**src/rtl/ddr_cmd_decoder.sv**
```systemverilog
module ddr_cmd_decoder #(
  parameter int ORG          = 8,
  parameter int BURST_CYCLES = 4
) (
  input  logic        clk,
  input  logic        rst_n,
  input  logic        cke,
  input  logic        cs_n,
  input  logic        ras_n,
  input  logic        cas_n,
  input  logic        we_n,
  input  logic [1:0]  ba,
  input  logic [12:0] addr,
  input  logic        dm,
  output logic        wr_beat_en,
  output logic [8:0]  cmd_valid,
  output logic [1:0]  cmd_bank,
  output logic [12:0] cmd_row,
  output logic [11:0] cmd_col,
  output logic        cmd_autopre,
  output logic        cmd_all_banks,
  output logic        cmd_ext_mode,
  output logic [2:0]  err_cause,
  output logic        err_sticky
);
  localparam int CNT_W = $clog2(BURST_CYCLES + 1);
  localparam logic [3:0] C_NOP = 4'd0, C_ACT = 4'd1, C_RD = 4'd2, C_WR = 4'd3,
                         C_BST = 4'd4, C_PRE = 4'd5, C_AREF = 4'd6,
                         C_SREF = 4'd7, C_LMR = 4'd8;

  logic [3:0]       idx;
  logic             cke_bad;
  logic [CNT_W-1:0] burst_left;
  logic             burst_rd, burst_ap;
  logic [11:0]      col_n;

  assign wr_beat_en = ~dm;

  always_comb begin
    idx     = C_NOP;
    cke_bad = 1'b0;
    if (!cs_n) begin
      case ({ras_n, cas_n, we_n})
        3'b011:  idx = C_ACT;
        3'b101:  idx = C_RD;
        3'b100:  idx = C_WR;
        3'b110:  idx = C_BST;
        3'b010:  idx = C_PRE;
        3'b001:  idx = cke ? C_AREF : C_SREF;
        3'b000:  idx = C_LMR;
        default: idx = C_NOP;
      endcase
    end
    if (!cke && idx != C_NOP && idx != C_SREF) begin
      cke_bad = 1'b1;
      idx     = C_NOP;
    end
  end

  wire is_burst  = (idx == C_RD) || (idx == C_WR);
  wire bst_legal = (burst_left != '0) && burst_rd && !burst_ap;
  wire [2:0] err_n = {cke_bad,
                      (idx == C_LMR) && ba[1],
                      (idx == C_BST) && !bst_legal};

  always_comb begin
    col_n      = '0;
    col_n[9:0] = addr[9:0];
    if (ORG <= 8) col_n[10] = addr[11];
    if (ORG == 4) col_n[11] = addr[12];
  end

  always_ff @(posedge clk) begin
    if (!rst_n) begin
      cmd_valid     <= 9'd1;
      cmd_bank      <= '0;
      cmd_row       <= '0;
      cmd_col       <= '0;
      cmd_autopre   <= 1'b0;
      cmd_all_banks <= 1'b0;
      cmd_ext_mode  <= 1'b0;
      err_cause     <= '0;
      err_sticky    <= 1'b0;
      burst_left    <= '0;
      burst_rd      <= 1'b0;
      burst_ap      <= 1'b0;
    end else begin
      cmd_valid     <= 9'd1 << idx;
      cmd_bank      <= ba;
      cmd_row       <= addr;
      cmd_col       <= col_n;
      cmd_autopre   <= is_burst && addr[10];
      cmd_all_banks <= (idx == C_PRE) && addr[10];
      cmd_ext_mode  <= (idx == C_LMR) && (ba == 2'b01);
      err_cause     <= err_n;
      err_sticky    <= err_sticky | (|err_cause);
      if (is_burst) begin
        burst_left <= CNT_W'(BURST_CYCLES);
        burst_rd   <= (idx == C_RD);
        burst_ap   <= addr[10];
      end else if (idx == C_BST || idx == C_PRE) begin
        burst_left <= '0;
      end else if (burst_left != '0) begin
        burst_left <= burst_left - 1'b1;
      end
    end
  end

  p_onehot_r2: assert property (@(posedge clk) disable iff (!rst_n)
    $countones(cmd_valid) == 1);
  p_autopre_r3: assert property (@(posedge clk) disable iff (!rst_n)
    (cke && !cs_n && ras_n && !cas_n && addr[10]) |=> cmd_autopre);
  p_cke_low_r6: assert property (@(posedge clk) disable iff (!rst_n)
    (!cke && !cs_n && {ras_n, cas_n, we_n} != 3'b111 && {ras_n, cas_n, we_n} != 3'b001)
    |=> (err_cause[2] && cmd_valid[0]));
  p_bst_err_r8: assert property (@(posedge clk) disable iff (!rst_n)
    (cke && !cs_n && ras_n && cas_n && !we_n && burst_left == '0) |=> err_cause[0]);
  p_pre_clear_r9: assert property (@(posedge clk) disable iff (!rst_n)
    (cke && !cs_n && !ras_n && cas_n && !we_n) |=> (burst_left == '0));
  p_col_unused_r10: assert property (@(posedge clk) disable iff (!rst_n)
    (ORG != 4) |-> (cmd_col[11] == 1'b0));
  p_sticky_hold_r12: assert property (@(posedge clk) disable iff (!rst_n)
    err_sticky |=> err_sticky);
endmodule

```
**config.mk**
```make
export PLATFORM = sky130hd
export DESIGN_NAME = ddr_cmd_decoder
export DESIGN_NICKNAME = d
export VERILOG_FILES = /design/src/rtl/ddr_cmd_decoder.sv
export SDC_FILE = /design/constraint.sdc
export NUM_CORES = 1
export LEC_CHECK = 0
export BUFFER_PORTS_ARGS = -buffer_cell sky130_fd_sc_hd__buf_2
export CAP_MARGIN = 30
export CORE_MARGIN = 2
export CORE_UTILIZATION = 47
export DETAILED_ROUTE_END_ITERATION = 16
export HOLD_SLACK_MARGIN = 0.12
export PLACE_DENSITY = 0.83
export SKIP_LAST_GASP = 1
export SYNTH_ARGS = -nofsm -noshare
export SYNTH_HDL_FRONTEND = slang
export SYNTH_SLANG_ARGS = --single-unit
```
**constraint.sdc**
```tcl
create_clock -name clk -period 2.65 [get_ports clk]
set_clock_uncertainty 0.1 [all_clocks]
set_input_delay 0.53 -clock clk [delete_from_list [all_inputs] [get_ports clk]]
set_output_delay 0.53 -clock clk [all_outputs]
set_load 0.1 [all_outputs]
```
==> reports/qor.txt, run 1 <==
Compound-Gate Fraction of Synth Area: 0.0441
Largest net degree at the start of global routing: 26
Post-CTS Hold Fix Bufs: 0
FMAX: 571 MHz
Yosys warnings: 0
DRC Markers: 0
Nets: 202
Post-Synth Adder-Cell Area: 0.0196
Final wirelength: 2350 um
Final setup vio count: 0
GRT busiest layer: met2
Setup crit end kind: output port
Clk root buf: clkbuf_4
Port Buffer Count: 65
Seq/Total Area, Yosys: 0.565
Status: finished, final reports clean
Cell Pwr Density: 863 mW/mm^2
TritonCTS clock tree: built
Netlist cell types: 28
Depth of the CTS H-tree: 2
GRT Util Overall: 0.154
Mux cell area share after synthesis: 0.0157
Crit path cell chain: buf_2
First-pass GRT wire length: 3700 um
Setup TNS: 0 ns
Core area: 0.00252 mm^2
Clk buf depth: 2
Initial Util: 0.506
Slowest-stage cell, CP: buf_2
GR met1 Demand/Resource: 0.174
CP arrival: 1.12 ns
Full die area: 0.00315 mm^2
Simple-Gate Fraction of Synth Area: 0.250
Insertion delay to the later sink of the worst-skew pair: 0.33 ns
Area occupied by multi-input gates: 442 um^2
Met2 Use GR: 0.244
Area delta synth->final: 28.1%
Netlist Area Pre-Place: 0.00128 mm^2
Vias: 976
Placed cells: 200
Clock slew at reported path FFs: 0.10 ns
Filler cell count: 201
Sequential Area: 721 um^2
Worst path max stage delay: 0.43 ns
Max_cap viols: 0
Vias per inst: 4.69
Initial antenna violation count: 0
Tcrit/Tclk final: 0.661
CP bufs+invs: 1
Grt total ovfl: 0
Leakage: 0.817 nW
Routed Antenna Nets: 0
Number of buffers created by CTS: 5
Drt pass-1 iters: 4
Worst vdd ir: 0.531 mV
DIE HEIGHT: 56.1 um
DR iter-0 viols: 16
Met3 Use GR: 0.0721
Die width: 56.1 um
Diodes inserted: 0
Count of boundary I/O pins: 67
Syn_nets: 144
HP Class: in -> reg
Fraction of layout cells with a size suffix above 1: 0.438
# Post-CTS Setup Buffers: 0
Vias in the first global route: 871
Hold Vio Cnt, Final: 0
Post-route minimum period: 1.75 ns
Post-cts sizing count: 0
Crit path max fanout: 2
Mapped Cells: 119
RSZ-0062 raised after global routing: no
Syn_area_per_cell: 10.7 um^2
Register bit count reported by yosys: 36
Rows: 18
Final RePlAce weighted congestion: 0.791
DP HPWL: 1810 um
Worst setup SP type: flip-flop
Final max-slew violation count: 0
Data required time of the worst path: 2.02 ns
WL per Instance: 11.3 um
XOR/XNOR share of the synthesized area: 0.0137
Largest delay contributor family on the critical path: buffers and inverters
CTS sink count: 36
Layout Cells excl Fill: 208
Critical path class: reg -> out
Main combinational cell family by area after synthesis: simple AND/OR/NAND/NOR gates
-- kinds of logic (layout without fill, tap and decap cells) --
family	Yosys count	count (layout)
flops	36	36
fa+ha+maj	2	2
simple gates	50	50
xor+xnor	2	2
mux	2	2
buf+inv	18	77
compound gates	8	8
other cells	1	1
-- placed cells by master, fill, tap and decap left out, types with 3 or more instances in the layout --
cell,n
a211oi_1,3
nor3_1,3
clkbuf_4,5
nor2_1,6
buf_2,65
and2_1,21
nor2b_1,4
inv_1,4
dfxtp_1,36
nand2b_1,5
-- through the flow --
step	instance area [um^2]	setup slack (ns)	hold slack, ns	power [mW]	util
floorplan	1280	0.664	0.373	0.940	-
global placement	1540	0.951	0.353	0.986	0.611
detailed placement	1540	0.951	0.356	1.00	0.611
CTS	1640	0.880	0.287	1.42	0.648
global route	1640	0.854	0.273	1.48	0.648
finish	1640	0.899	0.302	1.41	0.648
-- synth_stat cells (all sizes together) --
master / count / share of area
clkbuf: 1 / 0.0029
inv: 4 / 0.012
nor2b: 4 / 0.020
o21ai: 2 / 0.0078
conb: 1 / 0.0029
nor3: 5 / 0.027
a211oi: 3 / 0.018
nor3b: 1 / 0.0059
nand2b: 5 / 0.025
nand2: 2 / 0.0059
nor4: 1 / 0.0098
xnor2: 2 / 0.014
and4bb: 1 / 0.0098
or2: 1 / 0.0069
ha: 2 / 0.020
o31ai: 1 / 0.0059
o41a: 1 / 0.0088
and2: 21 / 0.10
a21oi: 1 / 0.0039
nand3b: 1 / 0.0059
mux2i: 2 / 0.016
and3b: 2 / 0.014
nor2: 6 / 0.018
buf: 13 / 0.075
dfxtp: 36 / 0.56
-- worst paths after layout --
kind | start | endpoint | slack, ns | depth (start not counted)
max | err_cause[0]$_SDFF_PN0_ | err_cause[0] | 0.90 | 1
min | addr[0] | cmd_row[0]$_SDFF_PN0_ | 0.30 | 2
max reg2reg | burst_left[0]$_SDFFE_PP0N_ | err_cause[0]$_SDFF_PN0_ | 1.41 | 5
min reg2reg | err_sticky$_SDFF_PN0_ | err_sticky$_SDFF_PN0_ | 0.38 | 1
-- routing by layer --
layer | vias up | share of wire
li1 | 485 | -
met1 | 426 | 0.41
met2 | 61 | 0.47
met3 | 4 | 0.11
met4 | 0 | 0.0098
met5 | - | 0
-- sequential cells by signal, summed over array words and instances, names as in the netlist --
signal / cells
cmd_row: 13
cmd_valid: 9
burst_left: 3
err_cause: 3
cmd_bank: 2
burst_ap: 1
burst_rd: 1
cmd_all_banks: 1
cmd_autopre: 1
cmd_ext_mode: 1
err_sticky: 1
-- layout make-up --
class                   instances  share of cell area
clock inverters                 1              0.0184
flip-flops and latches         36               0.441
well taps                      30              0.0230
multi-input cells              65               0.270
clock buffers                   7              0.0398
inverters                       4             0.00918
repair buffers                 65               0.199
-- report_power, final --
| part | switching [mW] | internal (mW) | total (mW) |
|---|---|---|---|
| Sequential | 0.0157 | 0.578 | 0.594 |
| Clock | 0.175 | 0.251 | 0.426 |
| Combinational | 0.295 | 0.0968 | 0.391 |
No activity file was read; power rests on OpenSTA's default activity.
==> inputs of run 2 (changes only) <==
--- a/config.mk
+++ b/config.mk
@@ -5,13 +5,14 @@
 export SDC_FILE = /design/constraint.sdc
 export NUM_CORES = 1
 export LEC_CHECK = 0
+export ABC_AREA = 1
 export BUFFER_PORTS_ARGS = -buffer_cell sky130_fd_sc_hd__buf_2
 export CAP_MARGIN = 30
 export CORE_MARGIN = 2
-export CORE_UTILIZATION = 47
+export CORE_UTILIZATION = 41
 export DETAILED_ROUTE_END_ITERATION = 16
 export HOLD_SLACK_MARGIN = 0.12
-export PLACE_DENSITY = 0.83
+export PLACE_DENSITY = 0.75
 export SKIP_LAST_GASP = 1
 export SYNTH_ARGS = -nofsm -noshare
 export SYNTH_HDL_FRONTEND = slang
==> constraint.sdc (replaced) <==
create_clock -name clk -period 1.61 [get_ports clk]
set_clock_uncertainty 0.1 [all_clocks]
set_input_delay 0.322 -clock clk [delete_from_list [all_inputs] [get_ports clk]]
set_output_delay 0.322 -clock clk [all_outputs]
set_load 0.1 [all_outputs]
==> reports/qor.txt, run 2 <==
WHS Endpoint: cmd_all_banks$_SDFF_PN0_
Syn_area_per_cell: 8.57 um^2 (-20%)
Data required time of the worst path: 1.19 ns (-0.83 ns)
R2r setup slk: 0.36 ns (-1.05 ns)
Status: finished, final reports clean
Die width: 63.3 um (+13%)
Mapped Cells: 168 (+41%)
Vias: 1208 (+24%)
Final Core Density: 0.577 (-0.0717)
# Post-CTS Setup Buffers: 0 (unchanged)
Seq/Total Area, Yosys: 0.500 (-0.0643)
Synth top area share: 0.500 (-0.0643)
Netlist Area Pre-Place: 0.00144 mm^2 (+13%)
Initial antenna violation count: 0 (unchanged)
DR iter-0 viols: 70 (+54)
Compound-Gate Fraction of Synth Area: 0.0443 (+0.000192)
Final wirelength: 2830 um (+20%)
Setup crit end kind: output port
Clk buf depth: 2 (unchanged)
Post-synth top cells: dfxtp_1 (36), inv_1 (35), nand2_1 (31), nor2_1 (16), buf_4 (12)
Post-route minimum period: 1.53 ns
Most common cell after layout, fill and taps aside: buf_2
Rows: 21 (+3)
Worst vdd ir: 0.447 mV (-16%)
Largest net degree at the start of global routing: 15 (-42%)
Final max-slew violation count: 0 (unchanged)
DP HPWL: 2010 um (+11%)
Diodes inserted: 0 (unchanged)
Port Buffer Count: 65 (unchanged)
Post-CTS Hold Fix Bufs: 14 (+14)
Post-cts sizing count: 0 (unchanged)
Largest delay contributor family on the critical path: buffers and inverters
Max reg flops: 13 (unchanged)
First-pass GRT wire length: 4740 um (+28%)
Clk root buf: clkbuf_4
DRC Markers: 0 (unchanged)
Depth of the CTS H-tree: 2 (unchanged)
Mux cell area share after synthesis: 0 (-0.0157)
Post-Synth Adder-Cell Area: 0.0174 (-0.00223)
Initial Util: 0.428 (-0.0778)
CP bufs+invs: 1 (unchanged)
Setup TNS: 0 ns (unchanged)
Main combinational cell family by area after synthesis: simple AND/OR/NAND/NOR gates
Insertion delay to the later sink of the worst-skew pair: 0.32 ns (about the same)
Largest Register: cmd_row
XOR/XNOR share of the synthesized area: 0.0122 (-0.00156)
Placed Area: 0.00175 mm^2 (+14%)
CTS sink count: 36 (unchanged)
Number of buffers created by CTS: 5 (unchanged)
Critical R2R Capture: err_cause[0]$_SDFF_PN0_
Most numerous cell in the Yosys netlist: dfxtp_1
Final setup vio count: 0 (unchanged)
WL per Instance: 9.81 um (-13%)
Worst reg2reg path startpoint: burst_left[0]$_SDFFE_PP0N_
Simple-Gate Fraction of Synth Area: 0.261 (+0.0106)
Top Registers: cmd_row x13, cmd_valid x9
Fraction of layout cells with a size suffix above 1: 0.409 (-0.0291)
Crit path max fanout: 2 (unchanged)
Reg2reg path depth: 8 (+3)
Top post-synthesis cells by area: dfxtp_1 (50%), inv_1 (9.1%), nand2_1 (8.1%), buf_4 (6.3%), nor2_1 (4.2%)
Area leader, netlist: dfxtp_1
Core area: 0.00336 mm^2 (+33%)
HP Class: in -> reg
RSZ-0062 raised after global routing: no
Syn_nets: 193 (+34%)
Full die area: 0.00400 mm^2 (+27%)
TritonCTS clock tree: built
GRT Util Overall: 0.155 (+0.00117)
Cell Pwr Density: 1110 mW/mm^2 (+29%)
Vias per inst: 4.19 (-11%)
Worst path max stage delay: 0.43 ns (about the same)
Critical path class: reg -> out
Worst setup SP type: flip-flop
Max_cap viols: 0 (unchanged)
Hold Vio Cnt, Final: 0 (unchanged)
Clock slew at reported path FFs: 0.10 ns (about the same)
Crit. Startpoint: err_cause[0]$_SDFF_PN0_
Synth Flop Type: dfxtp_1
Tcrit/Tclk final: 0.951
Final RePlAce weighted congestion: 0.787 (-0.42%)
Yosys warnings: 0 (unchanged)
Area delta synth->final: 34.7%
Asr flop ratio synth: 0 (unchanged)
Number of synthesized flops with an enable pin: 0 (unchanged)
Post-route cell area: 0.00194 mm^2 (+19%)
Leakage: 1.13 nW (+38%)
Hold path startpoint: addr[10]
CP arrival: 1.11 ns (about the same)
Vias in the first global route: 1116 (+28%)
Netlist cell types: 28 (unchanged)
Drt pass-1 iters: 5 (+1)
Register bit count reported by yosys: 36 (unchanged)
Most frequent cells in the layout: buf_2 (65), inv_1 (35), nand2_1 (31)
Count of boundary I/O pins: 67 (unchanged)
Nets: 267 (+32%)
Crit path cell chain: buf_2
DIE HEIGHT: 63.3 um (+13%)
FMAX: 653 MHz
Grt total ovfl: 0 (unchanged)
Hold depth: 2 (unchanged)
Slowest-stage cell, CP: buf_2
Routed Antenna Nets: 0 (unchanged)
[run 2: worst max path at each step]
| stage | depth (start not counted) | to |
|---|---|---|
| finish | 1 | err_cause[0] |
| global route | 1 | err_cause[0] |
| CTS | 1 | err_cause[0] |
| detailed placement | 9 | cmd_valid[0]$_SDFF_PN1_ |
| global placement | 9 | cmd_valid[0]$_SDFF_PN1_ |
| floorplan | 1 | cmd_row[0] |
[run 2: routing by layer]
metal,part of all wire,track usage,vias up
met1,0.43,0.170,512
li1,-,-,636
met5,0,0,-
met3,0.086,0.0393,4
met4,0.013,0.0978,0
met2,0.48,0.266,56
[run 2: final cells by class]
type                       instances  area, um^2
timing repair buffer              81         480
sequential                        36         734
fill                             334        1420
clock buffer                       6        41.3
clock inverter                     1        5.00
tap                               46        57.6
multi-input combinational         82         485
inverter                          36         135
[run 2: cell families (layout without fill, tap and decap cells)]
logic type               after synthesis  after routing
buffers and inverters                 50            124
AO/OA/AOI/OAI                          8              8
other                                  1              1
AND/OR/NAND/NOR                       69             69
flip-flops                            36             36
XOR/XNOR                               2              2
adder cells (fa/ha/maj)                2              2
[run 2: report_power, final]
part	switching, mW	internal, mW	total (mW)
clock network	0.261	0.161	0.422
registers	0.0286	0.957	0.986
logic	0.566	0.182	0.748
[run 2: metrics by stage]
| stage | setup slack (ns) | hold WS (ns) | instances | power, mW |
|---|---|---|---|---|
| finish | 0.0796 | 0.147 | 288 | 2.16 |
| global route | 0.00980 | 0.154 | 288 | 2.30 |
| CTS | 0.0728 | 0.141 | 288 | 2.18 |
| detailed placement | 0.0599 | 0.366 | 267 | 1.73 |
| global placement | 0.0923 | 0.348 | 267 | 1.72 |
| floorplan | 0.166 | 0.292 | 168 | 1.63 |
==> inputs of run 3 (changes only) <==
--- a/config.mk
+++ b/config.mk
@@ -13,6 +13,7 @@
 export DETAILED_ROUTE_END_ITERATION = 16
 export HOLD_SLACK_MARGIN = 0.12
 export PLACE_DENSITY = 0.75
+export RECOVER_POWER = 50
 export SKIP_LAST_GASP = 1
 export SYNTH_ARGS = -nofsm -noshare
 export SYNTH_HDL_FRONTEND = slang
==> reports/qor.txt, run 3 (synthesis results as in run 2) <==
Clk root buf: clkbuf_4
Final setup vio count: 0 (unchanged)
# Post-CTS Setup Buffers: 0 (unchanged)
Max_cap viols: 0 (unchanged)
Tcrit/Tclk final: 0.953 (+0.00254)
RSZ-0062 raised after global routing: no
Most common cell after layout, fill and taps aside: buf_2
Count of boundary I/O pins: 67 (unchanged)
DIE HEIGHT: 63.3 um (unchanged)
Initial antenna violation count: 0 (unchanged)
Placed Area: 0.00175 mm^2 (unchanged)
Diodes inserted: 0 (unchanged)
Final max-slew violation count: 0 (unchanged)
Gate power share: 0.343 (-0.004)
DP HPWL: 2010 um (unchanged)
Clk pwr share: 0.198 (+0.002)
CP bufs+invs: 1 (unchanged)
Vias per inst: 4.22 (+0.58%)
Core area: 0.00336 mm^2 (unchanged)
Crit path cell chain: buf_2
Area delta synth->final: 31.9%
Worst hold slack: 0.150 ns (+0.00377 ns)
DRC Markers: 0 (unchanged)
Largest delay contributor family on the critical path: buffers and inverters
CP arrival: 1.11 ns (about the same)
Number of buffers created by CTS: 5 (unchanged)
Hold Vio Cnt, Final: 0 (unchanged)
Grt total ovfl: 0 (unchanged)
Full die area: 0.00400 mm^2 (unchanged)
Top Registers: cmd_row x13, cmd_valid x9
Max reg flops: 13 (unchanged)
Hold depth: 2 (unchanged)
Internal: 1.30 mW (-0.36%)
Slowest-stage cell, CP: buf_2
Setup TNS: 0 ns (unchanged)
Leakage: 1.11 nW (-1.1%)
Vias in the first global route: 1116 (unchanged)
Post-route cell area: 0.00190 mm^2 (-2.1%)
Cell Pwr Density: 1130 mW/mm^2 (+1.7%)
Routed Antenna Nets: 0 (unchanged)
Critical path class: reg -> out
Port Buffer Count: 65 (unchanged)
TritonCTS clock tree: built
Reg2reg path depth: 8 (unchanged)
CTS sink count: 36 (unchanged)
Die width: 63.3 um (unchanged)
Worst path max stage delay: 0.43 ns (about the same)
Initial Util: 0.428 (unchanged)
Final RePlAce weighted congestion: 0.787 (unchanged)
Placed cells: 267 (unchanged)
DR iter-0 viols: 69 (-1.4%)
Filler cell count: 346 (+3.6%)
Tightest Pin Transition: 0.549 ns
Worst rel slew slack: 0.634
Sw Ratio: 0.397 (about the same)
P_sw: 0.852 mW (-0.43%)
Setup crit end kind: output port
Nets: 267 (unchanged)
Depth of the CTS H-tree: 2 (unchanged)
First-pass GRT wire length: 4740 um (unchanged)
WL per Instance: 9.82 um (+0.11%)
Largest net degree at the start of global routing: 15 (unchanged)
Levels on crit path: 1 (unchanged)
Largest Register: cmd_row
Status: finished, final reports clean
Rows: 21 (unchanged)
Drt pass-1 iters: 5 (unchanged)
Post-route minimum period: 1.53 ns (+0.00408 ns)
Final wirelength: 2830 um (+0.11%)
Insertion delay to the later sink of the worst-skew pair: 0.33 ns (about the same)
GRT Util Overall: 0.155 (unchanged)
Clock slew at reported path FFs: 0.10 ns (about the same)
Fraction of layout cells with a size suffix above 1: 0.384 (-0.0248)
Worst setup SP type: flip-flop
HP Class: in -> reg
FMAX: 652 MHz (-0.27%)
Crit path max fanout: 2 (unchanged)
Data required time of the worst path: 1.19 ns (about the same)
Seq pwr share: 0.459 (+0.002)
Worst vdd ir: 0.447 mV (about the same)
Layout Cells excl Fill: 288 (unchanged)
Clk buf depth: 2 (unchanged)
Vias: 1215 (+0.58%)
Tot Pwr: 2.15 mW (-0.39%)
Most frequent cells in the layout: buf_2 (61), inv_1 (35), nand2_1 (31)
run 3: cell types whose count changed in the layout (fill, tap and decap cells not counted), sizes merged:
cell	before	now
buf	67	63
clkbuf	6	10
run 3: final timing paths:
kind	from	end	slack (ns)
setup / recovery	err_cause[0]$_SDFF_PN0_	err_cause[0]	0.08
hold reg to reg	burst_ap$_SDFFE_PN0P_	burst_ap$_SDFFE_PN0P_	0.38
hold / removal	addr[10]	cmd_all_banks$_SDFF_PN0_	0.15
setup reg to reg	burst_left[0]$_SDFFE_PP0N_	err_cause[0]$_SDFF_PN0_	0.35
run 3: area by class of cell:
class,count,area [um^2],share of cell area
Sequential cell,36,734,0.387
Timing Repair Buffer,81,479,0.252
Multi-Input combinational cell,82,447,0.235
Inverter,36,135,0.0711
Tap cell,46,57.6,0.0303
Clock buffer,6,41.3,0.0217
Clock inverter,1,5.00,0.00264
run 3: power groups by stage:
| stage | clock network, mW | logic (mW) | registers [mW] |
|---|---|---|---|
| 2_1_floorplan | 0 | 0.397 | 1.23 |
| 3_3_place_gp | 0 | 0.717 | 1.00 |
| 3_5_place_dp | 0 | 0.720 | 1.01 |
| 4_1_cts | 0.440 | 0.750 | 0.986 |
| 5_1_grt | 0.492 | 0.799 | 0.994 |
| 6_report | 0.424 | 0.737 | 0.986 |
run 3: per-layer routing:
| layer | part of all wire | global-route usage |
|---|---|---|
| met1 | 0.42 | 0.170 |
| met2 | 0.47 | 0.266 |
| met3 | 0.083 | 0.0393 |
| met4 | 0.023 | 0.0978 |
| met5 | 0 | 0 |
run 3: timing repair:
item,in CTS,in global routing
hold endpoints to repair,15,0
resized for setup,0,0
hold buffers,14,0
setup endpoints to repair,0,0
run 3: metrics by stage:
step / setup slack (ns) / util
final: 0.0755 / 0.565
after global routing: 0.00980 / 0.565
after CTS: 0.0728 / 0.577
after detailed placement: 0.0599 / 0.521
after global placement: 0.0923 / 0.521
after floorplan: 0.166 / -
